`src/rtl/lss_pkg.sv`:
```
package lss_pkg;

   typedef enum logic [1:0] {
      SEQ_IDLE = 2'd0,
      SEQ_LOOK = 2'd1,
      SEQ_WAIT = 2'd2
   } seq_state_t;

   function automatic int unsigned idx_width(input int unsigned n);
      return (n > 1) ? $clog2(n) : 1;
   endfunction

endpackage

```
`src/rtl/lss_wrap_ctr.sv`:
```
module lss_wrap_ctr #(
   parameter int unsigned LIMIT = 4,
   parameter int unsigned W     = 2
) (
   input  logic         clk,
   input  logic         rst_n,
   input  logic         clr_i,
   input  logic         inc_i,
   output logic [W-1:0] cnt_o,
   output logic         at_max_o
);

   logic [W-1:0] cnt_q;

   assign at_max_o = (cnt_q == W'(LIMIT - 1));
   assign cnt_o    = cnt_q;

   always_ff @(posedge clk or negedge rst_n) begin
      if (!rst_n) begin
         cnt_q <= '0;
      end else if (clr_i) begin
         cnt_q <= '0;
      end else if (inc_i) begin
         cnt_q <= at_max_o ? '0 : cnt_q + W'(1);
      end
   end

endmodule

```
`src/rtl/lss_pos_counter.sv`:
```
module lss_pos_counter #(
   parameter int unsigned N_CARDS = 6,
   parameter int unsigned N_CHIPS = 4,
   parameter int unsigned N_CHANS = 79,
   parameter int unsigned CARD_W  = 3,
   parameter int unsigned CHIP_W  = 2,
   parameter int unsigned CHAN_W  = 7,
   parameter int unsigned POS_W   = 11
) (
   input  logic              clk,
   input  logic              rst_n,
   input  logic              clr_i,
   input  logic              adv_i,
   output logic [CARD_W-1:0] card_o,
   output logic [CHIP_W-1:0] chip_o,
   output logic [CHAN_W-1:0] chan_o,
   output logic [POS_W-1:0]  pos_o,
   output logic              last_o
);

   logic chan_max, chip_max, card_max;
   logic chip_inc, card_inc;
   logic [POS_W-1:0] pos_q;

   // channel is the fastest digit, card the slowest
   assign chip_inc = adv_i & chan_max;
   assign card_inc = chip_inc & chip_max;

   lss_wrap_ctr #(.LIMIT(N_CHANS), .W(CHAN_W)) chan_ctr_i (
      .clk      (clk),
      .rst_n    (rst_n),
      .clr_i    (clr_i),
      .inc_i    (adv_i),
      .cnt_o    (chan_o),
      .at_max_o (chan_max)
   );

   lss_wrap_ctr #(.LIMIT(N_CHIPS), .W(CHIP_W)) chip_ctr_i (
      .clk      (clk),
      .rst_n    (rst_n),
      .clr_i    (clr_i),
      .inc_i    (chip_inc),
      .cnt_o    (chip_o),
      .at_max_o (chip_max)
   );

   lss_wrap_ctr #(.LIMIT(N_CARDS), .W(CARD_W)) card_ctr_i (
      .clk      (clk),
      .rst_n    (rst_n),
      .clr_i    (clr_i),
      .inc_i    (card_inc),
      .cnt_o    (card_o),
      .at_max_o (card_max)
   );

   // linear table address kept alongside the digits to avoid a multiplier
   always_ff @(posedge clk or negedge rst_n) begin
      if (!rst_n) begin
         pos_q <= '0;
      end else if (clr_i) begin
         pos_q <= '0;
      end else if (adv_i) begin
         pos_q <= pos_q + POS_W'(1);
      end
   end

   assign pos_o  = pos_q;
   assign last_o = chan_max & chip_max & card_max;

endmodule

```
`src/rtl/lss_space_gate.sv`:
```
module lss_space_gate #(
   parameter int unsigned N_LINKS  = 4,
   parameter int unsigned FREE_W   = 16,
   parameter int unsigned FREE_MIN = 2048
) (
   input  logic [N_LINKS*FREE_W-1:0] fifo_free_i,
   output logic                      all_room_o
);

   logic [N_LINKS-1:0] link_ok;

   generate
      if (FREE_MIN == 0) begin : g_no_gate
         // a zero threshold removes the comparators entirely
         assign link_ok = '1;
         logic unused_free;
         assign unused_free = ^fifo_free_i;
      end else begin : g_gate
         for (genvar l = 0; l < N_LINKS; l++) begin : g_link
            assign link_ok[l] = (fifo_free_i[l*FREE_W +: FREE_W] >= FREE_W'(FREE_MIN));
         end
      end
   endgenerate

   assign all_room_o = &link_ok;

endmodule

```
`src/rtl/lss_wait_tracker.sv`:
```
module lss_wait_tracker #(
   parameter int unsigned N_LINKS = 4,
   parameter int unsigned TMO_W   = 16
) (
   input  logic               clk,
   input  logic               rst_n,
   input  logic               clr_i,
   input  logic               flag_clr_i,
   input  logic               load_i,
   input  logic [N_LINKS-1:0] mask_i,
   input  logic [TMO_W-1:0]   tmo_limit_i,
   input  logic               active_i,
   input  logic [N_LINKS-1:0] resp_done_i,
   output logic               complete_o,
   output logic               expire_o,
   output logic [N_LINKS-1:0] tmo_flag_o
);

   logic [N_LINKS-1:0] pending_q;
   logic [N_LINKS-1:0] left;
   logic [N_LINKS-1:0] flag_q;
   logic [TMO_W-1:0]   timer_q;

   assign left       = pending_q & ~resp_done_i;
   // completion is tested first, so a response in the last budget cycle wins
   assign complete_o = active_i & (left == '0);
   assign expire_o   = active_i & (left != '0) & (timer_q == '0);

   always_ff @(posedge clk or negedge rst_n) begin
      if (!rst_n) begin
         pending_q <= '0;
         timer_q   <= '0;
      end else if (clr_i) begin
         pending_q <= '0;
         timer_q   <= '0;
      end else if (load_i) begin
         pending_q <= mask_i;
         timer_q   <= tmo_limit_i;
      end else if (active_i) begin
         pending_q <= left;
         if (timer_q != '0) begin
            timer_q <= timer_q - TMO_W'(1);
         end
      end
   end

   generate
      for (genvar l = 0; l < N_LINKS; l++) begin : g_flag
         always_ff @(posedge clk or negedge rst_n) begin
            if (!rst_n) begin
               flag_q[l] <= 1'b0;
            end else if (flag_clr_i) begin
               flag_q[l] <= 1'b0;
            end else if (expire_o && left[l]) begin
               flag_q[l] <= 1'b1;
            end
         end
      end
   endgenerate

   assign tmo_flag_o = flag_q;

endmodule

```
`src/rtl/link_sweep_sequencer.sv`:
```
module link_sweep_sequencer
   import lss_pkg::*;
#(
   parameter int unsigned N_LINKS  = 4,
   parameter int unsigned N_CARDS  = 6,
   parameter int unsigned N_CHIPS  = 4,
   parameter int unsigned N_CHANS  = 79,
   parameter int unsigned FREE_W   = 16,
   parameter int unsigned FREE_MIN = 2048,
   parameter int unsigned TMO_W    = 16,
   localparam int unsigned CARD_W  = idx_width(N_CARDS),
   localparam int unsigned CHIP_W  = idx_width(N_CHIPS),
   localparam int unsigned CHAN_W  = idx_width(N_CHANS),
   localparam int unsigned N_POS   = N_CARDS * N_CHIPS * N_CHANS,
   localparam int unsigned POS_W   = idx_width(N_POS),
   localparam int unsigned REQ_W   = 1 + CARD_W + CHIP_W + CHAN_W
) (
   input  logic                      clk,
   input  logic                      rst_n,
   input  logic                      start_i,
   input  logic                      abort_i,
   input  logic                      zs_mode_i,
   input  logic [TMO_W-1:0]          tmo_limit_i,
   input  logic [N_LINKS*FREE_W-1:0] fifo_free_i,
   input  logic [N_LINKS-1:0]        resp_done_i,
   output logic [POS_W-1:0]          lut_addr_o,
   input  logic [N_LINKS-1:0]        lut_mask_i,
   output logic [N_LINKS-1:0]        req_valid_o,
   output logic [REQ_W-1:0]          req_word_o,
   output logic                      busy_o,
   output logic                      done_o,
   output logic [N_LINKS-1:0]        tmo_flag_o
);

   // elaboration-time parameter checks
   generate
      if (N_LINKS < 1) begin : g_bad_links
         $error("N_LINKS must be at least 1");
      end
      if (N_CARDS < 1 || N_CHIPS < 1 || N_CHANS < 1) begin : g_bad_dims
         $error("index counts must be at least 1");
      end
      if (FREE_W < 1 || FREE_W > 31) begin : g_bad_free_w
         $error("FREE_W out of range");
      end
      if (FREE_MIN >= (1 << FREE_W)) begin : g_bad_free_min
         $error("FREE_MIN does not fit in FREE_W bits");
      end
      if (TMO_W < 1) begin : g_bad_tmo
         $error("TMO_W must be at least 1");
      end
   endgenerate

   seq_state_t state_q, state_d;

   logic              zs_q;
   logic [N_LINKS-1:0] req_valid_q;
   logic [REQ_W-1:0]  req_word_q;
   logic              done_q;

   logic [CARD_W-1:0] card;
   logic [CHIP_W-1:0] chip;
   logic [CHAN_W-1:0] chan;
   logic [POS_W-1:0]  pos;
   logic              last_pos;
   logic              all_room;
   logic              wait_complete, wait_expire;

   logic start_acc, mask_empty, issue, finish, adv, sweep_end, ctr_clr;

   assign start_acc  = (state_q == SEQ_IDLE) & start_i;
   assign mask_empty = (lut_mask_i == '0);
   assign issue      = (state_q == SEQ_LOOK) & ~mask_empty & all_room & ~abort_i;
   assign finish     = ((state_q == SEQ_LOOK) & mask_empty) | wait_complete | wait_expire;
   assign adv        = finish & ~last_pos & ~abort_i;
   assign sweep_end  = finish & last_pos & ~abort_i;
   assign ctr_clr    = start_acc | abort_i | sweep_end;

   lss_pos_counter #(
      .N_CARDS (N_CARDS),
      .N_CHIPS (N_CHIPS),
      .N_CHANS (N_CHANS),
      .CARD_W  (CARD_W),
      .CHIP_W  (CHIP_W),
      .CHAN_W  (CHAN_W),
      .POS_W   (POS_W)
   ) pos_i (
      .clk    (clk),
      .rst_n  (rst_n),
      .clr_i  (ctr_clr),
      .adv_i  (adv),
      .card_o (card),
      .chip_o (chip),
      .chan_o (chan),
      .pos_o  (pos),
      .last_o (last_pos)
   );

   lss_space_gate #(
      .N_LINKS  (N_LINKS),
      .FREE_W   (FREE_W),
      .FREE_MIN (FREE_MIN)
   ) gate_i (
      .fifo_free_i (fifo_free_i),
      .all_room_o  (all_room)
   );

   lss_wait_tracker #(
      .N_LINKS (N_LINKS),
      .TMO_W   (TMO_W)
   ) wait_i (
      .clk         (clk),
      .rst_n       (rst_n),
      .clr_i       (abort_i),
      .flag_clr_i  (start_acc),
      .load_i      (issue),
      .mask_i      (lut_mask_i),
      .tmo_limit_i (tmo_limit_i),
      .active_i    ((state_q == SEQ_WAIT) & ~abort_i),
      .resp_done_i (resp_done_i),
      .complete_o  (wait_complete),
      .expire_o    (wait_expire),
      .tmo_flag_o  (tmo_flag_o)
   );

   always_comb begin
      state_d = state_q;
      unique case (state_q)
         SEQ_IDLE: begin
            if (start_i) state_d = SEQ_LOOK;
         end
         SEQ_LOOK: begin
            if (abort_i)        state_d = SEQ_IDLE;
            else if (issue)     state_d = SEQ_WAIT;
            else if (sweep_end) state_d = SEQ_IDLE;
         end
         SEQ_WAIT: begin
            if (abort_i)        state_d = SEQ_IDLE;
            else if (sweep_end) state_d = SEQ_IDLE;
            else if (finish)    state_d = SEQ_LOOK;
         end
         default: state_d = SEQ_IDLE;
      endcase
   end

   always_ff @(posedge clk or negedge rst_n) begin
      if (!rst_n) begin
         state_q     <= SEQ_IDLE;
         zs_q        <= 1'b0;
         req_valid_q <= '0;
         req_word_q  <= '0;
         done_q      <= 1'b0;
      end else begin
         state_q     <= state_d;
         done_q      <= sweep_end;
         req_valid_q <= issue ? lut_mask_i : '0;
         if (start_acc) begin
            zs_q <= zs_mode_i;
         end
         if (issue) begin
            req_word_q <= {zs_q, card, chip, chan};
         end
      end
   end

   assign lut_addr_o  = pos;
   assign req_valid_o = req_valid_q;
   assign req_word_o  = req_word_q;
   assign busy_o      = (state_q != SEQ_IDLE);
   assign done_o      = done_q;

endmodule

```
`config.mk`:
```
export PLATFORM = sky130hd
export DESIGN_NAME = link_sweep_sequencer
export DESIGN_NICKNAME = d
export VERILOG_FILES = /design/src/rtl/lss_pkg.sv /design/src/rtl/lss_wrap_ctr.sv /design/src/rtl/lss_pos_counter.sv /design/src/rtl/lss_space_gate.sv /design/src/rtl/lss_wait_tracker.sv /design/src/rtl/link_sweep_sequencer.sv
export SDC_FILE = /design/constraint.sdc
export NUM_CORES = 1
export LEC_CHECK = 0
export ABC_AREA = 1
export BUFFER_PORTS_ARGS = -buffer_cell sky130_fd_sc_hd__buf_2
export CAP_MARGIN = 0
export CORE_MARGIN = 1
export CORE_UTILIZATION = 55
export DETAILED_ROUTE_END_ITERATION = 10
export PLACE_DENSITY = 0.91
export RECOVER_POWER = 100
export SLEW_MARGIN = 20
export SYNTH_ARGS = -nofsm -noshare
export SYNTH_HDL_FRONTEND = slang
export SYNTH_SLANG_ARGS = --single-unit
```
`constraint.sdc`:
```
create_clock -name clk -period 3.19 [get_ports clk]
set_clock_uncertainty 0.2 [all_clocks]
set_input_delay 0.319 -clock clk [delete_from_list [all_inputs] [get_ports clk]]
set_output_delay 0.319 -clock clk [all_outputs]
set_load 0.01 [all_outputs]
```
* Word-level counts from Yosys, hierarchy flattened
Cells that the tools add are included. W data, S select, Z words.
Cells by class: bitwise gates (word level) 26, add/sub/neg operators 5, muxes and demuxes 35, equality and inequality tests 8, reduce and logical (&&, ||, !) cells 23, order comparisons 4
Operators with widths (count):
- $ge A16 B12 Y1 const B | 4
- $mux W16 | 4
- $mux W11 | 2
- $mux W7 | 3
- $mux W2 | 10
- $and A1 B1 Y1 | 17
- $logic_not A16 Y1 | 1
- $mux W4 | 4
- $reduce_bool A16 Y1 | 1
- $reduce_bool A2 Y1 | 8
- $sub A16 B1 Y16 const B | 1
- $add A11 B1 Y11 const B | 1
- $mux W3 | 3
- $logic_not A4 Y1 | 2
- $mux W1 | 8
- $ne A4 B4 Y1 const B | 2
- $add A7 B1 Y7 const B | 1
- $eq A7 B7 Y1 const B | 1
- $pmux W2 S3 | 1
- $reduce_bool A3 Y1 | 2
- $and A4 B4 Y4 | 1
- $eq A2 B2 Y1 const B | 2
- $logic_and A1 B1 Y1 | 4
- $not A4 Y4 | 1
- other kinds (12) | 17
Storage, ports and cells: input bits 93, logic and storage cells 116, register bits 68, output and inout bits 34

* Logic depth before layout (Yosys ltp)
depth after elaboration 12, mapped depth 14, depth with buffers taken out 14

* By module
Synthesis repeated with hierarchy kept, for this count alone.
Second synthesis, totals: cell total of the unflattened synthesis 542, area, all modules 4023.9 um2
Modules (own cells, without submodules):
- lss_wait_tracker | sequential area each 600.6 um2, cells an instance 242, area each 1685.4 um2, instances 1
- link_sweep_sequencer | sequential area each 525.5 um2, cells an instance 110, area each 908.4 um2, instances 1
- lss_pos_counter | sequential area each 275.3 um2, cells an instance 80, area each 636.9 um2, instances 1
- lss_wrap_ctr (pos_i.chan_ctr_i) | sequential area each 175.2 um2, cells an instance 63, area each 457.9 um2, instances 1
- lss_wrap_ctr (pos_i.card_ctr_i) | sequential area each 75.1 um2, cells an instance 19, area each 161.4 um2, instances 1
- lss_wrap_ctr (pos_i.chip_ctr_i) | sequential area each 50.0 um2, cells an instance 12, area each 101.3 um2, instances 1
- lss_space_gate | sequential area each 0.0 um2, cells an instance 16, area each 72.6 um2, instances 1

* Worst setup path after synthesis
No wires, ideal clock.
path kind reg2reg, start reg wait_i.timer_q[0], end reg pos_i.card_ctr_i.cnt_q[0] (netlist: pos_i.card_ctr_i.cnt_o[0]), data required time 2.873 ns, data arrival time 1.595 ns, setup slack 1.278 ns, period minus slack after synthesis 1.912 ns, cell stages (with the launch flop) 15, library setup time 0.117 ns, buffers on the path 1, path through dfrtp_1 -> inv_1 -> ha_1 -> nand2_1 -> nor2_1 -> nand2_1 -> nor2_2 -> nand2_2 -> nand2_4 -> nand3_4 -> nand2_4 -> inv_6 -> buf_8 -> nand3_1 -> nand2_1
Between the ends: cells in the longest elaborated chain, start to end 8, elaborated cells between the ends (all ways) 12, those cells by class mux (1); bitwise (9); reduce/logical (2)
Ends and longest elaborated chain:
- from (decl) | RTL line lss_wait_tracker.sv:22 | logic [TMO_W-1:0] timer_q;
- from (signal assigned) | RTL line lss_wait_tracker.sv:38 | timer_q <= tmo_limit_i;
- from (signal assigned) | RTL line lss_wait_tracker.sv:42 | timer_q <= timer_q - TMO_W'(1);
- $logic_not A16 Y1 (*) | RTL line lss_wait_tracker.sv:27 | assign expire_o = active_i & (left != '0) & (timer_q == '0);
- $and A1 B1 Y1 (*) | RTL line lss_wait_tracker.sv:27
- $or A1 B1 Y1 (*) | RTL line link_sweep_sequencer.sv:74 | assign finish = ((state_q == SEQ_LOOK) & mask_empty) | wait_complete | wait_expire;
- $and A1 B1 Y1 (2 in series) | RTL line link_sweep_sequencer.sv:75 | assign adv = finish & ~last_pos & ~abort_i;
- $and A1 B1 Y1 | RTL line lss_pos_counter.sv:26 | assign chip_inc = adv_i & chan_max;
- $and A1 B1 Y1 | RTL line lss_pos_counter.sv:27 | assign card_inc = chip_inc & chip_max;
- $reduce_bool A2 Y1 (no line)
- to (signal assigned) | RTL line lss_wrap_ctr.sv:24 | cnt_q <= at_max_o ? '0 : cnt_q + W'(1);
- to (decl) | RTL line lss_wrap_ctr.sv:13 | logic [W-1:0] cnt_q;
Every way passes the cells marked *; elsewhere a longest branch is shown, timed or not. A chain may end at the register's enable or synchronous reset.

* Worst setup path after layout
start in lut_mask_i[2], end reg wait_i.timer_q[13]
Between the ends: cells in the longest elaborated chain, start to end 7, elaborated cells between the ends (all ways) 10, those cells by class mux (2); bitwise (4); reduce/logical (4)
Ends and longest elaborated chain:
- from (decl) | RTL line link_sweep_sequencer.sv:27 | input logic [N_LINKS-1:0] lut_mask_i,
- $logic_not A4 Y1 (*) | RTL line link_sweep_sequencer.sv:72 | assign mask_empty = (lut_mask_i == '0);
- $not A1 Y1 (*) | RTL line link_sweep_sequencer.sv:73 | assign issue = (state_q == SEQ_LOOK) & ~mask_empty & all_room & ~abort_i;
- $and A1 B1 Y1 (*) (3 in series) | RTL line link_sweep_sequencer.sv:73
- $reduce_bool A3 Y1 (no line) or $mux W16 (tied branches)
- $reduce_and A2 Y1 (no line) or $mux W16 (tied branches)
Marks and branches as above.

==> qor.yml <==
outcome:
  outcome: "finished with violations"
  violations: "max-capacitance violations, max-slew violations"
worst_setup_path:
  cp.required_ns: 3.25
  startpoint_type: "primary input"
  crit_fanout: 37
  worstSetupPathType: "in -> reg"
  arrival_ns: 2.65
  crit_path_end_kind: "flop"
synth:
  syn_inst: 520
  synthTopCellsByCount: "160 x nand2_1, 68 x dfrtp_1, 63 x nor2_1"
  yosysWarnings: 0
  synth-edff-count: 0
  avgSynthCellArea_sq_um: 7.47
  yosys_register_bits: 68
  yosysSeqAreaShare_pct: 43.8
  synth_fp_nets: 619
  synth.distinct_cells: 36
  async_flop_share_pct: 100
  yosysMostFrequentCell: "nand2_1"
  synth_ff_type: "dfrtp_1"
  yosysTopAreaCell: "dfrtp_1"
  netlist_area_sq_mm: 0.00388
  ys_top_cells_by_area: "dfrtp_1 44%, nand2_1 15%, nor2_1 6.1%"
  synth_top_area_share_pct: 43.8
layout:
  final_util_pct: 66.2
  num_antenna_cells: 0
  multi_input_area_sq_mm: 0.00180
  regArea_sq_mm: 0.00170
  fillers: 591
  area_growth_pct: 15.7
  drive_gt1_share_pct: 16.3
  final_net_count: 708
  instances_no_fill: 710
die:
  die_h_microns: 86.0
  fp-row-count: 30
  start_util_pct: 57.2
  ioPinCount: 127
  dieWidth_microns: 86.0
  die_area_sq_mm: 0.00740
  core_sq_mm: 0.00679
job:
  maxCapViolations: 1
timing:
  rsz0062_at_grt: "no"
  max_freq_mhz: 387
  slew_headroom_pct: -13.9
  hold_viol_final: 0
  drv_slew: 69
  setup_viol: 0
  post-route-period-util_pct: 81.0
  setup_slack_ns: 0.606
  worst_slew_pin_slew_ns: 1.71
  period_minus_slack_ns: 2.58
  hold_slack_ns: 0.0224
  tns_ns: 0
place:
  port_buffers: 82
  dpl.hpwl_microns: 6530
  dp_slack_ns: 0.898
  dp_cells: 690
  routabilityCongestion: 0.875
routing:
  viasPerCell: 5.17
  drt-total-wl_microns: 9110
  wl_per_cell_microns: 12.8
  ant_nets: 0
  route.detailed.drc: 0
  first_pass_iters: 5
  vias: 3672
  drt_iter0_drc: 164
global_routing:
  grt_pass1_vias: 3487
  overflow: 0
  grt_max_degree: 69
  grt_usage_pct: 25.9
  grt_pass1_wl_microns: 14900
  antenna_found_initial: 0
clocking:
  root_buffer: "clkbuf_8"
  cts_buffers: 9
  clockBufferDepth: 2
  htreeDepth: 3
  clkSlewWorstSetupHoldPaths_ns: 0.08
  clk_latency_ns: 0.36
  postCtsSetupRepairBufs: 0
  clock-sinks: 68
  cts_tree: "done"
power:
  leakagePower_nw: 2.34
  power_density_mw_per_mm2: 653
  peakVddDrop_mv: 0.256
hold_path:
  hold_path_class: "in -> reg"
[routing by layer]
layer / routed length (microns) / share of wire (%) / up-vias / track usage [%]
met5: 0 / 0 / - / 0
met4: 172 / 1.9 / 0 / 11.7
met3: 568 / 6.2 / 22 / 5.97
met2: 4600 / 50 / 140 / 46.2
met1: 3770 / 41 / 1706 / 29.4
li1: - / - / 1804 / -
[power by group]
group	leakage [nW]	switching, mW	internal [mW]	total (mW)
logic	1.31	0.743	0.375	1.12
clock network	0.0923	0.358	0.364	0.722
registers	0.930	0.105	0.991	1.10
total	2.34	1.21	1.73	2.94
[critical path, stage by stage]
cell and delay [ns]:
dlygate4sd3_1 0.53, clkbuf_1 0.12, nor2_1 0.04, nand3_1 0.09
nand3_1 0.09, nor2_1 0.32, nand2_4 0.32, inv_2 0.42
nand2_1 0.14, nand2_1 0.10, nand3_1 0.06, o21ai_0 0.10
[stage by stage]
stage	total power, mW	cell area [sq um]
after CTS	2.97	4590
final	2.94	4500
after global placement	2.18	4350
after floorplan	1.99	3880
after detailed placement	2.24	4350
after global routing	3.14	4500
[layout by cell type, fill, tap and decap left out, drive strengths merged]
| cell type | instances |
|---|---|
| o21a | 4 |
| o22ai | 5 |
| clkinv | 2 |
| a31oi | 1 |
| clkbuf | 45 |
| xor2 | 11 |
| or2 | 1 |
| xnor2 | 5 |
| nand3 | 36 |
| o211ai | 1 |
| nand3b | 5 |
| a21oi | 6 |
| inv | 68 |
| buf | 47 |
| nor3 | 8 |
| clkinvlp | 3 |
| nand4 | 2 |
| dfrtp | 68 |
| dlygate4sd3 | 4 |
| ha | 6 |
| nor2 | 73 |
| nor3b | 1 |
| nand2 | 170 |
| o21ai | 41 |
| bufinv | 1 |
[kinds of logic after synthesis]
family	synth area share, %
compound gates	8.28
flops	43.8
xor+xnor	3.61
simple gates	33.8
fa+ha+maj	1.93
buf+inv	8.57
[area by class of cell]
cell class | instances | area share, %
well taps | 96 | 2.67
inverters | 67 | 5.79
repair buffers | 87 | 9.15
multi-input cells | 376 | 40.1
clock inverters | 7 | 1.67
flip-flops and latches | 68 | 37.8
clock buffers | 9 | 2.75
[timing repair]
| action | in CTS | in global routing |
|---|---|---|
| gates resized for setup | 0 | 0 |
| hold buffers | 4 | 0 |
| hold endpoints to repair | 65 | 0 |
[final timing paths]
kind	from	to	slack [ns]	cells past startpoint
worst min register to register	wait_i.timer_q[15]	wait_i.timer_q[15]	0.29	2
worst max register to register	wait_i.timer_q[0]	pos_i.pos_o[7]	0.64	13
min in group asynchronous	rst_n	wait_i.timer_q[5]	0.82	3
worst max-delay path	lut_mask_i[2]	wait_i.timer_q[13]	0.61	12
worst min-delay path	tmo_limit_i[0]	wait_i.timer_q[0]	0.02	3
max in group asynchronous	rst_n	pos_i.chan_ctr_i.cnt_o[3]	0.94	3
[registers in the layout (all words and copies together), names as in the netlist]
register and flops:
wait_i.timer_q 16, req_word_o 13, pos_i.pos_o 11, pos_i.chan_ctr_i.cnt_o 7, req_valid_o 4, wait_i.pending_q 4, wait_i.tmo_flag_o 4, pos_i.card_ctr_i.cnt_o 3
pos_i.chip_ctr_i.cnt_o 2, state_q 2, done_o 1, zs_q 1
Note: power is estimated with default switching activity, not from simulation.
